File: config.mk
export PLATFORM = sky130hd
export DESIGN_NAME = chan_mailbox
export DESIGN_NICKNAME = d
export VERILOG_FILES = /design/src/rtl/mbx_pkg.sv /design/src/rtl/mbx_fifo.sv /design/src/rtl/mbx_cpu_if.sv /design/src/rtl/chan_mailbox.sv
export SDC_FILE = /design/constraint.sdc
export NUM_CORES = 1
export LEC_CHECK = 0
export ABC_AREA = 0
export BUFFER_PORTS_ARGS = -buffer_cell sky130_fd_sc_hd__buf_4
export CORE_ASPECT_RATIO = 0.7
export CORE_MARGIN = 3
export CORE_UTILIZATION = 50
export DETAILED_ROUTE_END_ITERATION = 16
export GPL_ROUTABILITY_DRIVEN = 0
export PLACE_DENSITY = 0.79
export SLEW_MARGIN = 40
export SYNTH_ARGS = -nofsm -noshare
export SYNTH_HDL_FRONTEND = slang
export SYNTH_SLANG_ARGS = --single-unit
File: constraint.sdc
create_clock -name clk -period 7.5 [get_ports clk]
set_input_delay 0.75 -clock clk [delete_from_list [all_inputs] [get_ports clk]]
set_output_delay 0.75 -clock clk [all_outputs]
set_load 0.02 [all_outputs]
File: src/rtl/mbx_pkg.sv
package mbx_pkg;

    localparam int MSG_W  = 32;
    localparam int CHAN_W = 4;
    localparam int PAY_W  = MSG_W - CHAN_W;

    localparam int STAT_FULL_BIT  = 31;
    localparam int STAT_EMPTY_BIT = 30;
    localparam int STAT_OVF_BIT   = 0;

    typedef struct packed {
        logic [PAY_W-1:0]  payload;
        logic [CHAN_W-1:0] chan;
    } mbx_msg_t;

    typedef enum logic [1:0] {
        REG_IN_DATA  = 2'd0,
        REG_IN_STAT  = 2'd1,
        REG_OUT_DATA = 2'd2,
        REG_OUT_STAT = 2'd3
    } mbx_reg_e;

    function automatic logic [MSG_W-1:0] pack_status(input logic full,
                                                     input logic empty,
                                                     input logic ovf);
        logic [MSG_W-1:0] s;
        s = '0;
        s[STAT_FULL_BIT]  = full;
        s[STAT_EMPTY_BIT] = empty;
        s[STAT_OVF_BIT]   = ovf;
        return s;
    endfunction

endpackage

File: src/rtl/mbx_fifo.sv
module mbx_fifo #(
    parameter int DEPTH = 8,
    parameter int W     = 32
) (
    input  logic         clk,
    input  logic         rst,
    input  logic         push,
    input  logic [W-1:0] push_data,
    input  logic         pop,
    output logic [W-1:0] head,
    output logic         full,
    output logic         empty
);
    localparam int PTR_W = (DEPTH > 1) ? $clog2(DEPTH) : 1;
    localparam int CNT_W = $clog2(DEPTH + 1);
    localparam logic [PTR_W-1:0] LAST = PTR_W'(DEPTH - 1);

    logic [W-1:0]     mem [DEPTH];
    logic [PTR_W-1:0] wr_ptr, rd_ptr;
    logic [CNT_W-1:0] count;
    logic             do_push, do_pop;

    assign full    = (count == CNT_W'(DEPTH));
    assign empty   = (count == '0);
    assign do_push = push && !full;
    assign do_pop  = pop && !empty;
    assign head    = mem[rd_ptr];

    always_ff @(posedge clk) begin
        if (rst) begin
            wr_ptr <= '0;
            rd_ptr <= '0;
            count  <= '0;
        end else begin
            if (do_push) begin
                mem[wr_ptr] <= push_data;
                wr_ptr      <= (wr_ptr == LAST) ? '0 : wr_ptr + 1'b1;
            end
            if (do_pop) begin
                rd_ptr <= (rd_ptr == LAST) ? '0 : rd_ptr + 1'b1;
            end
            case ({do_push, do_pop})
                2'b10:   count <= count + 1'b1;
                2'b01:   count <= count - 1'b1;
                default: count <= count;
            endcase
        end
    end

    AST_COUNT_BOUND: assert property (@(posedge clk) disable iff (rst)
        count <= CNT_W'(DEPTH));
    AST_FULL_DROPS: assert property (@(posedge clk) disable iff (rst)
        (full && push && !pop) |=> (full && count == $past(count)));
    AST_EMPTY_POP_NOP: assert property (@(posedge clk) disable iff (rst)
        (empty && pop && !push) |=> empty);
    AST_IDLE_HOLD: assert property (@(posedge clk) disable iff (rst)
        (!push && !pop) |=> $stable(count));

endmodule

File: src/rtl/mbx_cpu_if.sv
module mbx_cpu_if
    import mbx_pkg::*;
(
    input  logic             clk,
    input  logic             rst,
    input  logic             cpu_sel,
    input  logic             cpu_we,
    input  logic [1:0]       cpu_addr,
    input  logic [MSG_W-1:0] cpu_wdata,
    output logic [MSG_W-1:0] cpu_rdata,
    input  logic [MSG_W-1:0] in_head,
    input  logic             in_full,
    input  logic             in_empty,
    output logic             in_pop,
    input  logic             out_full,
    input  logic             out_empty,
    output logic             out_push
);
    mbx_reg_e reg_sel;
    logic     ovf, ovf_clr;

    assign reg_sel  = mbx_reg_e'(cpu_addr);
    assign in_pop   = cpu_sel && !cpu_we && (reg_sel == REG_IN_DATA) && !in_empty;
    assign out_push = cpu_sel && cpu_we && (reg_sel == REG_OUT_DATA);
    assign ovf_clr  = cpu_sel && cpu_we && (reg_sel == REG_OUT_STAT)
                      && cpu_wdata[STAT_OVF_BIT];

    always_ff @(posedge clk) begin
        if (rst) begin
            ovf <= 1'b0;
        end else if (out_push && out_full) begin
            ovf <= 1'b1;
        end else if (ovf_clr) begin
            ovf <= 1'b0;
        end
    end

    always_comb begin
        cpu_rdata = '0;
        if (cpu_sel && !cpu_we) begin
            case (reg_sel)
                REG_IN_DATA:  cpu_rdata = in_empty ? '0 : in_head;
                REG_IN_STAT:  cpu_rdata = pack_status(in_full, in_empty, 1'b0);
                REG_OUT_STAT: cpu_rdata = pack_status(out_full, out_empty, ovf);
                default:      cpu_rdata = '0;
            endcase
        end
    end

    AST_OVF_SET: assert property (@(posedge clk) disable iff (rst)
        (out_push && out_full) |=> ovf);
    AST_OVF_STICKY: assert property (@(posedge clk) disable iff (rst)
        (ovf && !ovf_clr) |=> ovf);

endmodule

File: src/rtl/chan_mailbox.sv
module chan_mailbox
    import mbx_pkg::*;
#(
    parameter int DEPTH = 8
) (
    input  logic        clk,
    input  logic        rst,
    input  logic        cpu_sel,
    input  logic        cpu_we,
    input  logic [1:0]  cpu_addr,
    input  logic [31:0] cpu_wdata,
    output logic [31:0] cpu_rdata,
    output logic        co_out_valid,
    input  logic        co_out_ready,
    output logic [31:0] co_out_data,
    input  logic        co_in_valid,
    output logic        co_in_ready,
    input  logic [31:0] co_in_data
);
    mbx_msg_t out_head, in_head, out_word, in_word;
    logic     out_full, out_empty, out_push;
    logic     in_full, in_empty, in_pop;

    assign out_word     = mbx_msg_t'(cpu_wdata);
    assign in_word      = mbx_msg_t'(co_in_data);
    assign co_out_valid = !out_empty;
    assign co_out_data  = out_head;
    assign co_in_ready  = !in_full;

    mbx_fifo #(.DEPTH(DEPTH), .W(MSG_W)) u_out_q (
        .clk(clk), .rst(rst),
        .push(out_push), .push_data(out_word),
        .pop(co_out_ready), .head(out_head),
        .full(out_full), .empty(out_empty)
    );

    mbx_fifo #(.DEPTH(DEPTH), .W(MSG_W)) u_in_q (
        .clk(clk), .rst(rst),
        .push(co_in_valid), .push_data(in_word),
        .pop(in_pop), .head(in_head),
        .full(in_full), .empty(in_empty)
    );

    mbx_cpu_if u_cpu (
        .clk(clk), .rst(rst),
        .cpu_sel(cpu_sel), .cpu_we(cpu_we), .cpu_addr(cpu_addr),
        .cpu_wdata(cpu_wdata), .cpu_rdata(cpu_rdata),
        .in_head(in_head), .in_full(in_full), .in_empty(in_empty), .in_pop(in_pop),
        .out_full(out_full), .out_empty(out_empty), .out_push(out_push)
    );

    AST_IN_READY_FULL: assert property (@(posedge clk) disable iff (rst)
        (!co_in_ready && co_in_valid && !in_pop) |=> !co_in_ready);
    AST_OUT_HEAD_HOLD: assert property (@(posedge clk) disable iff (rst)
        (co_out_valid && !co_out_ready) |=> (co_out_valid && $stable(co_out_data)));

endmodule

==> results.yml <==
cts:
  insertion_delay_ns: 0.56
  holdBufCountCts: 0
  ctsResizeCount: 0
  path_clk_slew_ns: 0.07
  cts_buffers: 49
  htreeDepth: 2
  cts.sinks: 539
  clockRootBuffer: "clkbuf_16"
  cts_setup_buffers: 0
  cts_buffer_depth: 3
  cts_tree: "built"
timing:
  finalMaxSlewViolations: 0
  fmax_mhz: 272
  setup_viol: 0
  report.final.hold_viol_count: 0
  rsz0062_at_grt: "no"
  holdWs_ns: 0.420
  tightestPinTransition_ns: 0.734
  tns_ns: 0
  fin_crit_ns: 3.67
  period_share_pct: 49.0
  skew_ns: 0.0323
  slew_headroom_pct: 51.1
global_routing:
  grt_pass1_wl_um: 61800
  antenna_found_initial: 4
  grt.total_usage_pct: 18.4
  grt_pass1_vias: 10200
  grt_max_degree: 65
  grt.overflow.total: 0
final_layout:
  syn_to_final_growth_pct: 16.5
  nNetsFinal: 1197
  fillCellCount: 2788
  fin_util_pct: 59.8
  multiInputGateArea_um2: 4680
  seq_area_um2: 15900
  post_layout_nonfiller_instances: 1686
  layout-drive-gt1-share_pct: 36.1
pwr:
  power_switching_mw: 1.24
  powerDensity_nw_per_um2: 251
  pwr-share-comb_pct: 6.1
  p_clk_share_pct: 38.8
  ir_drop_mv: 0.196
  sequentialPowerShare_pct: 55.1
  internal_power_mw: 4.82
  leakage_nw: 7.66
  p_sw_share_pct: 20.5
hold_path:
  hold_path.class: "input port to register"
logic_synthesis:
  synth_warnings: 0
  synth_cells: 947
  syn-cell-area_um2: 20700
  synth_top_flop_cell: "edfxtp_1"
  synth_nets: 1033
  ys_ff_latch: 539
  yosysSeqAreaShare_pct: 76.9
  synth_edf_count: 512
  synthDistinctLibCells: 37
  async_reset_ff_share_pct: 0
  avgSynthCellArea_um2: 21.9
worst_setup_path:
  critPathKind: "register to output port"
  cp-start-kind: "register"
  worstPathRequired_ns: 6.75
  crit_chain: "buf_6 -> mux4_2 -> mux2i_1 -> o21ai_0 -> buf_4"
  critPathBufInv: 2
  arrival_ns: 2.92
  critPathMaxFanout: 46
  crit_path_end_kind: "output port"
  cp_top_family: "multiplexers"
  slowest_delay_ns: 0.59
  slowest_stage: "dfxtp_4"
die:
  row_count: 61
  start_util_pct: 51.4
  die_w_um: 249
  die_y_um: 176
  pin_count: 138
  coreArea_um2: 40300
  fp.dieArea_um2: 43900
placement:
  dp_hpwl_um: 23000
  placed_cells: 1595
  port_buffers: 137
drt:
  vias_per_cell: 5.79
  drc: 0
  drt-wirelength-per-cell_um: 23.7
  antenna_left: 0
  drt-initial-drc-count: 806
  vias: 9754
  wl_um: 40000
  drtPass1Iterations: 5
outcome:
  status: "complete, no violations"
run:
  max_cap_viol_count: 0
==> placed cells by master (no fill, tap or decap), types with 12 or more instances in the layout <==
master / instances
nor2_4: 12
clkbuf_16: 49
clkbuf_1: 15
mux2_2: 34
ha_1: 14
edfxtp_1: 512
dfxtp_1: 21
buf_4: 153
mux2i_1: 39
a21oi_1: 13
nand2_1: 14
nor2_1: 44
mux4_2: 128
==> state kept, by name, indices dropped and copies added (netlist names), named ones only <==
register / flops
u_cpu.ovf: 1
u_in_q.count: 4
u_in_q.mem: 256
u_in_q.rd_ptr: 3
u_in_q.wr_ptr: 3
u_out_q.count: 4
u_out_q.mem: 256
u_out_q.rd_ptr: 3
u_out_q.wr_ptr: 3
==> routing by layer <==
metal / vias to the layer above / wire length [um] / track usage (%)
li1: 4258 / - / -
met1: 5101 / 17100 / 26.0
met2: 322 / 19700 / 29.7
met3: 69 / 2200 / 3.40
met4: 4 / 958 / 5.24
met5: - / 27 / 0
==> cells by family (layout without fill, tap and decap cells) <==
group                      after synthesis  in the layout  synth area share [%]
AOI/OAI and AO/OA                       27             27                 0.744
xor gates and xnor gates                 6              6                 0.254
adders and majority gates               14             14                 0.846
buffers and inverters                   52            254                  1.06
DFF                                    539            539                  76.9
muxes                                  201            201                  17.7
other                                    0              2                     0
and+or+nand+nor                        108            108                  2.52
==> area by class of cell <==
cell class              instances  share of cell area (%)
clock inverters                24                   0.825
well taps                     535                    2.78
clock buffers                  65                    5.38
inverters                       3                  0.0467
repair buffers                162                    5.49
diodes                          2                  0.0208
multi-input cells             356                    19.4
flip-flops and latches        539                    66.1
==> per-stage QoR <==
stage | total power, mW | instance area, um2 | setup WS [ns]
detailed placement | 3.78 | 22600 | 4.28
floorplan | 3.63 | 20700 | 3.08
global route | 6.28 | 24100 | 3.58
CTS | 6.12 | 24100 | 3.68
finish | 6.06 | 24100 | 3.83
global placement | 3.76 | 22400 | 4.07
==> path summary, 6_finish.rpt <==
kind / startpoint / end / slack, ns / cells after the start
setup / recovery: register / cpu_rdata[30] / 3.83 / 5
hold / removal: cpu_wdata[26] / u_out_q.mem[6][26] / 0.42 / 1
setup reg to reg: u_in_q.count[1] / u_in_q.count[2] / 4.56 / 11
hold reg to reg: u_out_q.rd_ptr[1] / register / 0.47 / 2
==> worst reg2reg max path, delay by kind of cell, from the launching register on <==
family | cells | cell delay, ns
AOI/OAI and AO/OA | 2 | 0.30
xor gates and xnor gates | 2 | 0.27
adders and majority gates | 2 | 0.46
buffers and inverters | 2 | 0.59
DFF | 1 | 0.37
and+or+nand+nor | 3 | 0.88
==> cell usage after synthesis, types with 2 or more instances <==
cell type | n | area, um2
mux4_2 | 128 | 2880
ha_1 | 14 | 175
buf_1 | 8 | 30.0
inv_1 | 2 | 7.51
o21ai_0 | 7 | 35.0
a21oi_1 | 13 | 65.1
nor2b_1 | 3 | 18.8
clkbuf_1 | 23 | 86.3
mux2_2 | 34 | 383
nand2_1 | 14 | 52.6
edfxtp_1 | 512 | 15400
nand4b_1 | 3 | 26.3
nor4b_1 | 2 | 17.5
nor2_1 | 56 | 210
xor2_1 | 6 | 52.6
nor3_1 | 4 | 20.0
buf_2 | 17 | 85.1
o22ai_1 | 3 | 18.8
or3_1 | 7 | 43.8
nand3_1 | 3 | 15.0
nand2b_1 | 6 | 37.5
dfxtp_1 | 27 | 541
nand3b_1 | 2 | 15.0
mux2i_1 | 39 | 390
or4_1 | 2 | 15.0
==> power groups by stage <==
stage / Combinational (mW) / Sequential, mW / Clock (mW)
final: 0.368 / 3.34 / 2.35
after global routing: 0.398 / 3.34 / 2.53
after CTS: 0.373 / 3.34 / 2.40
after detailed placement: 0.370 / 3.41 / 0
after global placement: 0.360 / 3.40 / 0
after floorplan: 0.239 / 3.39 / 0
No activity file was read; power rests on OpenSTA's default activity.
